$ cat config.mk
export PLATFORM = sky130hd
export DESIGN_NAME = pwr_mode_ctrl
export DESIGN_NICKNAME = d
export VERILOG_FILES = /design/src/rtl/pmc_pkg.sv /design/src/rtl/pmc_rst_filt.sv /design/src/rtl/pmc_mode_fsm.sv /design/src/rtl/pmc_out_dec.sv /design/src/rtl/pwr_mode_ctrl.sv
export SDC_FILE = /design/constraint.sdc
export NUM_CORES = 1
export LEC_CHECK = 0
export ABC_CLOCK_PERIOD_IN_PS = 2310
export BUFFER_PORTS_ARGS = -buffer_cell sky130_fd_sc_hd__buf_2
export CAP_MARGIN = 10
export CORE_MARGIN = 2
export CORE_UTILIZATION = 49
export CTS_CLUSTER_SIZE = 16
export DETAILED_ROUTE_END_ITERATION = 10
export PLACE_DENSITY = 0.73
export SLEW_MARGIN = 40
export SYNTH_ARGS = -nofsm -noshare
export SYNTH_HDL_FRONTEND = slang
export SYNTH_SLANG_ARGS = --single-unit
$ cat constraint.sdc
create_clock -name clk -period 2.31 [get_ports clk]
set_input_delay 0.1155 -clock clk [delete_from_list [all_inputs] [get_ports clk]]
set_output_delay 0.1155 -clock clk [all_outputs]
set_load 0.1 [all_outputs]
$ cat src/rtl/pmc_pkg.sv
package pmc_pkg;
   typedef enum logic [1:0] {
      M_RUN  = 2'd0,
      M_IDLE = 2'd1,
      M_PD   = 2'd2,
      M_WARM = 2'd3
   } pmc_mode_e;

   typedef enum logic [1:0] {
      PIN_FUNC = 2'd0,
      PIN_HIGH = 2'd1,
      PIN_LOW  = 2'd2,
      PIN_WEAK = 2'd3
   } pin_drv_e;
endpackage

$ cat src/rtl/pmc_rst_filt.sv
module pmc_rst_filt #(
   parameter int RST_CLKS = 24,
   parameter bit EMU_EN   = 1'b1
) (
   input  logic clk,
   input  logic arst_n,
   input  logic rst_pin,
   input  logic ale_sense,
   input  logic psen_sense,
   output logic core_rst,
   output logic emu_mode
);
   localparam int CW = $clog2(RST_CLKS + 1);
   localparam logic [CW-1:0] HI_MAX = CW'(RST_CLKS);
   localparam logic [CW-1:0] HI_TRIP = CW'(RST_CLKS - 1);

   logic [CW-1:0] hcnt;
   logic          rst_q;
   logic          rst_d;

   // next reset state: sticky while the pin stays high
   assign rst_d = rst_pin && (rst_q || (hcnt >= HI_TRIP));

   always_ff @(posedge clk or negedge arst_n) begin
      if (!arst_n) begin
         hcnt  <= '0;
         rst_q <= 1'b0;
      end else begin
         rst_q <= rst_d;
         if (!rst_pin)
            hcnt <= '0;
         else if (hcnt != HI_MAX)
            hcnt <= hcnt + 1'b1;
      end
   end

   assign core_rst = rst_q;

   generate
      if (EMU_EN) begin : g_emu
         logic arm_q;
         logic arm_d;
         logic emu_q;

         assign arm_d = arm_q || (!ale_sense && psen_sense);

         always_ff @(posedge clk or negedge arst_n) begin
            if (!arst_n) begin
               arm_q <= 1'b0;
               emu_q <= 1'b0;
            end else begin
               arm_q <= rst_q ? arm_d : 1'b0;
               if (rst_d)
                  emu_q <= 1'b0;
               else if (rst_q)
                  emu_q <= arm_d && !ale_sense;
            end
         end
         assign emu_mode = emu_q;
      end else begin : g_no_emu
         logic unused_straps;
         assign unused_straps = ale_sense ^ psen_sense;
         assign emu_mode = 1'b0;
      end
   endgenerate
endmodule

$ cat src/rtl/pmc_mode_fsm.sv
module pmc_mode_fsm
   import pmc_pkg::*;
#(
   parameter int STABLE_W = 16
) (
   input  logic                clk,
   input  logic                arst_n,
   input  logic                core_rst,
   input  logic                emu_mode,
   input  logic                idle_req,
   input  logic                pd_req,
   input  logic                irq_pending,
   input  logic                wake_low,
   input  logic [STABLE_W-1:0] stable_cnt,
   output pmc_mode_e           mode
);
   pmc_mode_e           mode_q;
   logic [STABLE_W-1:0] settle_q;
   logic                settled;

   assign settled = (settle_q >= stable_cnt);

   always_ff @(posedge clk or negedge arst_n) begin
      if (!arst_n) begin
         mode_q   <= M_RUN;
         settle_q <= '0;
      end else if (core_rst) begin
         mode_q   <= M_RUN;
         settle_q <= '0;
      end else begin
         unique case (mode_q)
            M_RUN: begin
               if (!emu_mode) begin
                  if (pd_req)        mode_q <= M_PD;
                  else if (idle_req) mode_q <= M_IDLE;
               end
            end
            M_IDLE: begin
               if (irq_pending) mode_q <= M_RUN;
            end
            M_PD: begin
               if (wake_low) begin
                  mode_q   <= M_WARM;
                  settle_q <= '0;
               end
            end
            M_WARM: begin
               if (!settled)
                  settle_q <= settle_q + 1'b1;
               else if (!wake_low)
                  mode_q <= M_RUN;
            end
            default: mode_q <= M_RUN;
         endcase
      end
   end

   assign mode = mode_q;
endmodule

$ cat src/rtl/pmc_out_dec.sv
module pmc_out_dec
   import pmc_pkg::*;
(
   input  pmc_mode_e  mode,
   input  logic       core_rst,
   input  logic       emu_mode,
   input  logic       pca_idle_run,
   input  logic       ext_code,
   output logic       cpu_clk_en,
   output logic       periph_clk_en,
   output logic       pca_clk_en,
   output logic       osc_en,
   output logic [1:0] pin_drv,
   output logic       p0_float,
   output logic       port_weak
);
   pin_drv_e drv;

   always_comb begin
      cpu_clk_en    = 1'b1;
      periph_clk_en = 1'b1;
      pca_clk_en    = 1'b1;
      osc_en        = 1'b1;
      drv           = PIN_FUNC;
      p0_float      = 1'b0;
      port_weak     = 1'b0;
      if (core_rst) begin
         drv = PIN_FUNC;
      end else if (emu_mode) begin
         cpu_clk_en    = 1'b0;
         periph_clk_en = 1'b0;
         pca_clk_en    = 1'b0;
         drv           = PIN_WEAK;
         p0_float      = 1'b1;
         port_weak     = 1'b1;
      end else begin
         unique case (mode)
            M_IDLE: begin
               cpu_clk_en = 1'b0;
               pca_clk_en = pca_idle_run;
               drv        = PIN_HIGH;
               p0_float   = ext_code;
            end
            M_PD, M_WARM: begin
               cpu_clk_en    = 1'b0;
               periph_clk_en = 1'b0;
               pca_clk_en    = 1'b0;
               osc_en        = (mode == M_WARM);
               drv           = PIN_LOW;
               p0_float      = ext_code;
            end
            default: drv = PIN_FUNC;
         endcase
      end
   end

   assign pin_drv = drv;
endmodule

$ cat src/rtl/pwr_mode_ctrl.sv
module pwr_mode_ctrl
   import pmc_pkg::*;
#(
   parameter int CYC_PER_MC = 12,
   parameter int RST_MC     = 2,
   parameter int N_EXT      = 2,
   parameter int STABLE_W   = 16,
   parameter bit EMU_EN     = 1'b1
) (
   input  logic                clk,
   input  logic                arst_n,
   input  logic                rst_pin,
   input  logic                ale_sense,
   input  logic                psen_sense,
   input  logic                idle_req,
   input  logic                pd_req,
   input  logic                irq_pending,
   input  logic [N_EXT-1:0]    ext_int_n,
   input  logic [N_EXT-1:0]    ext_int_en,
   input  logic [N_EXT-1:0]    ext_int_lvl,
   input  logic                pca_idle_run,
   input  logic                ext_code,
   input  logic [STABLE_W-1:0] stable_cnt,
   output logic                cpu_clk_en,
   output logic                periph_clk_en,
   output logic                pca_clk_en,
   output logic                osc_en,
   output logic                core_rst,
   output logic [1:0]          pin_drv,
   output logic                p0_float,
   output logic                port_weak,
   output logic                emu_mode
);
   localparam int RST_CLKS = CYC_PER_MC * RST_MC;

   generate
      if (CYC_PER_MC < 1) begin : g_bad_mc
         $error("CYC_PER_MC must be at least 1");
      end
      if (RST_MC < 1) begin : g_bad_rst
         $error("RST_MC must be at least 1");
      end
      if (N_EXT < 1) begin : g_bad_ext
         $error("N_EXT must be at least 1");
      end
      if (STABLE_W < 1) begin : g_bad_w
         $error("STABLE_W must be at least 1");
      end
   endgenerate

   logic [N_EXT-1:0] wake_vec;
   logic             wake_low;
   pmc_mode_e        mode;

   generate
      for (genvar i = 0; i < N_EXT; i++) begin : g_wake
         assign wake_vec[i] = !ext_int_n[i] && ext_int_en[i] && ext_int_lvl[i];
      end
   endgenerate
   assign wake_low = |wake_vec;

   pmc_rst_filt #(.RST_CLKS(RST_CLKS), .EMU_EN(EMU_EN)) u_filt (
      .clk        (clk),
      .arst_n     (arst_n),
      .rst_pin    (rst_pin),
      .ale_sense  (ale_sense),
      .psen_sense (psen_sense),
      .core_rst   (core_rst),
      .emu_mode   (emu_mode)
   );

   pmc_mode_fsm #(.STABLE_W(STABLE_W)) u_fsm (
      .clk         (clk),
      .arst_n      (arst_n),
      .core_rst    (core_rst),
      .emu_mode    (emu_mode),
      .idle_req    (idle_req),
      .pd_req      (pd_req),
      .irq_pending (irq_pending),
      .wake_low    (wake_low),
      .stable_cnt  (stable_cnt),
      .mode        (mode)
   );

   pmc_out_dec u_dec (
      .mode          (mode),
      .core_rst      (core_rst),
      .emu_mode      (emu_mode),
      .pca_idle_run  (pca_idle_run),
      .ext_code      (ext_code),
      .cpu_clk_en    (cpu_clk_en),
      .periph_clk_en (periph_clk_en),
      .pca_clk_en    (pca_clk_en),
      .osc_en        (osc_en),
      .pin_drv       (pin_drv),
      .p0_float      (p0_float),
      .port_weak     (port_weak)
   );
endmodule

After elaboration in Yosys (flattened, before gate mapping). Cells that the tools add are included.

Register bits: 26. Output and inout bits: 10. Word-level logic and storage cells: 80. Bits of input ports: 32.

Magnitude comparators: 2. Muxes and demuxes: 38. Add/sub/neg operators: 2. Equality and inequality tests: 12. Reductions and logical operators: 20.

Operator list (count): 16-bit 2-to-1 mux (3); 16-bit one-hot mux with 2 select lines (1); 2-bit 2-to-1 mux (10); 1-bit 2-to-1 mux (19); 3-bit inequality test (second input constant) (6); 16-bit by 1-bit adder with 16-bit output (second input constant) (1); 16-bit greater-or-equal comparator (1); 5-bit 2-to-1 mux (2); 2-bit one-hot mux with 4 select lines (1); 1-bit logical AND (7); 6-bit AND reduction (1); 5-bit by 1-bit adder with 5-bit output (second input constant) (1); 5-bit greater-or-equal comparator (second input constant) (1); 5-bit inequality test (second input constant) (1); 2-bit equality test (second input constant) (2); 4-bit inequality test (second input constant) (1); 2-bit one-hot mux with 2 select lines (1); 2-bit OR reduction (2); 1-bit logical NOT (3); 3-bit AND reduction (1); 3-bit nonzero test (1); 3-bit OR reduction (1); 2-bit by 1-bit equality test with 1-bit output (second input constant) (1); 2-bit logical NOT (1); other kinds (4) (5).

Longest topological paths before layout.
Word-level depth: 8. Mapped depth: 9. Gate-level depth less buffers: 8.

Modules after synthesis. A second synthesis with hierarchy kept.

Cell total of the unflattened synthesis: 227. Area, all modules: 1990.7 sq um.

Modules (own cells, without submodules): pmc_mode_fsm (times used 1, cells an instance 174, area an instance 1493.9 sq um, sequential area each 450.4 sq um); pmc_rst_filt (times used 1, cells an instance 36, area an instance 399.1 sq um, sequential area each 200.2 sq um); pmc_out_dec (times used 1, cells an instance 14, area an instance 77.6 sq um, sequential area each 0.0 sq um); pwr_mode_ctrl (times used 1, cells an instance 3, area an instance 20.0 sq um, sequential area each 0.0 sq um).

Worst setup path before layout. OpenSTA, ideal clock, no wires.

Kind: register to output. Start: register u_filt.rst_q, in the netlist u_filt.core_rst. End: output p0_float. Cell stages (with the launch flop): 5. Data required time: 2.194 ns. Slack: -2.779 ns. Buffers on the path: 1. Arrival time: 4.973 ns. Cells stage by stage: dfrtp_1 > clkbuf_1 > nor2_1 > nor2_1 > nor2_1.

Word-level cells in the longest chain between the ends: 1.

RTL lines: from (decl) (RTL line pmc_rst_filt.sv:18) `logic rst_q;`; from (signal assigned) (RTL line pmc_rst_filt.sv:29) `rst_q <= rst_d;`; 1-bit 2-to-1 mux (RTL line pmc_out_dec.sv:27) `if (core_rst) begin`; to (decl) (RTL line pwr_mode_ctrl.sv:30) `output logic p0_float,`.

Every way passes these cells.

Worst setup path in the final report.
Start: register u_fsm.settle_q[13]. End: register u_fsm.mode_q[1], in the netlist u_fsm.mode[1].

Word-level cells in the longest chain between the ends: 3.

RTL lines: from (decl) (RTL line pmc_mode_fsm.sv:18) `logic [STABLE_W-1:0] settle_q;`; from (signal assigned) (RTL line pmc_mode_fsm.sv:49) `settle_q <= settle_q + 1'b1;`; 16-bit greater-or-equal comparator (RTL line pmc_mode_fsm.sv:21) `assign settled = (settle_q >= stable_cnt);`; 3-bit inequality test (no line); 6-bit AND reduction (no line); to (signal assigned) (RTL line pmc_mode_fsm.sv:25) `mode_q <= M_RUN;`; to (signal assigned) (RTL line pmc_mode_fsm.sv:28) `mode_q <= M_RUN;`; to (signal assigned) (RTL line pmc_mode_fsm.sv:34) `if (pd_req) mode_q <= M_PD;`; to (decl) (RTL line pmc_mode_fsm.sv:17) `pmc_mode_e mode_q;`.

Every way passes these cells. A chain may end at the register's enable or synchronous reset.

==> run metrics <==
reg2reg start u_fsm.settle_q[13]$_DFFE_PN0P_; Final ANT Viol Nets 0; Avg WL per Cell 13.8 µm; Synth Register Bits 26; worst-margin pin slew 0.660 ns; Area Growth Syn to Fin 45.5%; I/O Buffers 41; DIE HEIGHT 65.6 µm; Max Fanout on Critical Path 2; GPL Wtd Cong 0.751; worst hold start rst_pin; # IOs 42; Cell Area, Synth 0.00186 mm²; Setup crit start kind flop; critical path endpoint category flop; Row Count 22; Power Total 0.00259 W; CTS buffer count 3; Peak supply drop 546 µV; drt first pass iters 4; adder-cell area share of the yosys netlist 0.128; Max-slew headroom 0.558; post-DP HPWL 3340 µm; worst-skew pair later-pin latency 0.28 ns; P per Cell Area 956 mW/mm²; post-synthesis xor/xnor area fraction 0.0282; # clock sinks 26; RSZ-0062 raised after global routing yes; Async S/R FF share, synth 1.00; Fin. Hold Viols 0; layout cells sized above 1 0.403; Min-Delay Path Class in -> reg; main combinational cell family by area after synthesis simple AND/OR/NAND/NOR gates; Crit Reg-Reg Endpoint u_fsm.mode[1]$_DFFE_PN0P_; syn_area_per_cell 8.35 µm²; CTS H-Tree Depth 1; slowest stage delay, CP 0.50 ns; initial core utilization 0.509; worst path required time 2.49 ns; vias in the first global route 1933; Die W 65.6 µm; clock tree from TritonCTS built; library cells used by synthesis 41; CTS Root Cell clkbuf_8; antenna violations before repair 0; placed cell area 0.00238 mm²; DRT Wirelength 4780 µm; post-layout minimum cycle time 2.49 ns; Core Box Area 0.00366 mm²; Residual DRC 0; first-pass GRT wire length 8130 µm; GRT overflow 0; Max clock buf depth 2; area of the die 0.00431 mm²; fin. max-slew vios 0; worst setup margin -0.178 ns; Final Cell Area 0.00271 mm²; Compound-Gate Fraction of Synth Area 0.180; initial drt markers 64; diode count 0; Max-Cap Viols 0; Top FF cell, synth dfrtp_1; Post-synth EDFFs 0; WS Path Type reg -> reg; Synth Warn # 0; slowest CP cell or4b_4; Hold Crit Endpoint u_filt.hcnt[4]$_DFFE_PN0P_; Cell Chain, Critical Path ha_4 > nand4_4 > nor3_4 > or4b_4 > buf_6 > and3_4 > or4_1 > and3_1; FILL cells 289; # setup viols final 15; most frequent cells in the layout buf_2 (41), buf_4 (29), inv_1 (27); crit path DAT 2.66 ns; violated checks negative setup slack; routed via count 1940; clock skew 0.00604 ns; Pleak 1.29 nW; Post-Synth Simple-Gate Area 0.247; # nets final 350; clock slew at reported path FFs 0.10 ns; largest net degree at the start of global routing 27; Vias/cell 5.61; Worst Reg2Reg Path Length in Cells 8; WHS Path Cells 2; worst slack, placed -0.248 ns; mux cell area share after synthesis 0; Total GRT Usage 0.239; period utilization 1.08; sequential element share of the synthesized area 0.349; Max Freq 402 MHz; syn nets 274; r2r setup slk -0.18 ns; most common cell after layout, fill and taps aside buf_2; Cells after Synth 223; status finished, violations left
logic make-up (layout without fill, tap and decap cells):
logic type	Yosys count	count (layout)
buffers and inverters	33	108
adders and majority gates	19	19
and+or+nand+nor	83	83
xor gates and xnor gates	6	6
AOI/OAI and AO/OA	56	56
DFF	26	26
critical path, delay by kind of cell (launching register included):
| family | cells | cell delay, ns |
|---|---|---|
| and+or+nand+nor | 6 | 1.53 |
| DFF | 1 | 0.42 |
| adders and majority gates | 1 | 0.29 |
| buffers and inverters | 1 | 0.13 |
synth_stat cells (2+ instances only):
master,n,share of area
inv_1,29,0.058
dfrtp_1,26,0.35
a21oi_1,23,0.062
ha_1,19,0.13
nor2_1,19,0.038
o21ai_0,15,0.040
nand2_1,12,0.024
nand3_1,9,0.024
or3_1,9,0.030
and3_1,6,0.020
or4_1,5,0.020
nand4_1,4,0.013
nor2b_1,4,0.013
xnor2_1,4,0.019
a2111oi_0,3,0.014
and2_1,3,0.010
clkbuf_1,3,0.0060
a31oi_1,2,0.0067
nand3b_1,2,0.0081
nor3_1,2,0.0054
o2111ai_1,2,0.0094
o31ai_1,2,0.0081
xor2_1,2,0.0094
report_power, final:
part	switching (W)	internal, W	leakage, nW
sequential	0.0000797	0.000545	0.345
clock	0.000153	0.000232	0.0357
combinational	0.00102	0.000556	0.911
per-layer routing:
| metal | global-route usage | vias to the layer above | part of all wire |
|---|---|---|---|
| met5 | 0 | - | 0 |
| met4 | 0.0677 | 0 | 0.019 |
| met3 | 0.0240 | 11 | 0.035 |
| met2 | 0.449 | 46 | 0.52 |
| met1 | 0.285 | 937 | 0.43 |
| li1 | - | 946 | - |
how the worst max path moves through the flow:
stage                                   start                       endpoint  slack, ns  cells after the start
2_1_floorplan       u_filt.core_rst$_DFF_PN0_                       p0_float      -0.15                      4
4_1_cts        u_fsm.settle_q[14]$_DFFE_PN0P_      u_fsm.mode[1]$_DFFE_PN0P_      -0.17                      8
5_1_grt        u_fsm.settle_q[13]$_DFFE_PN0P_  u_fsm.settle_q[7]$_DFFE_PN0P_      -0.23                     11
6_report       u_fsm.settle_q[13]$_DFFE_PN0P_      u_fsm.mode[1]$_DFFE_PN0P_      -0.18                      8
3_5_place_dp    u_fsm.settle_q[0]$_DFFE_PN0P_      u_fsm.mode[1]$_DFFE_PN0P_      -0.25                     10
3_3_place_gp    u_fsm.settle_q[0]$_DFFE_PN0P_  u_fsm.settle_q[3]$_DFFE_PN0P_      -0.22                     10
flip-flops by register name, summed over array words and instances, names as in the netlist:
name	cells
u_filt.core_rst	1
u_filt.g_emu.arm_q	1
u_filt.emu_mode	1
u_fsm.settle_q	16
u_filt.hcnt	5
u_fsm.mode	2
through the flow:
step / hold WS, ns / setup TNS [ns] / cells / util
after floorplan: -0.180 / -0.154 / 223 / -
after global placement: 0.166 / -2.06 / 334 / 0.650
after detailed placement: 0.166 / -2.58 / 334 / 0.650
after CTS: 0.122 / -0.507 / 346 / 0.717
after global routing: 0.128 / -2.65 / 346 / 0.740
final: 0.114 / -0.992 / 346 / 0.740
timing repair:
item,in CTS,in global routing
hold buffers,1,0
endpoints found under the hold margin,26,0
gates resized for setup,19,22
endpoints found under the setup margin,17,17
pin swaps,6,11
buffers inserted,8,0
gates cloned,0,0
area by class of cell:
cell class	instances	area (µm²)	area share
clock buffer	3	41.3	0.0152
timing repair buffer	75	478	0.176
inverter	29	113	0.0416
clock inverter	1	30.0	0.0111
sequential	26	653	0.241
tap	48	60.1	0.0222
multi-input combinational	164	1330	0.492
Note: power is estimated with default switching activity, not from simulation.
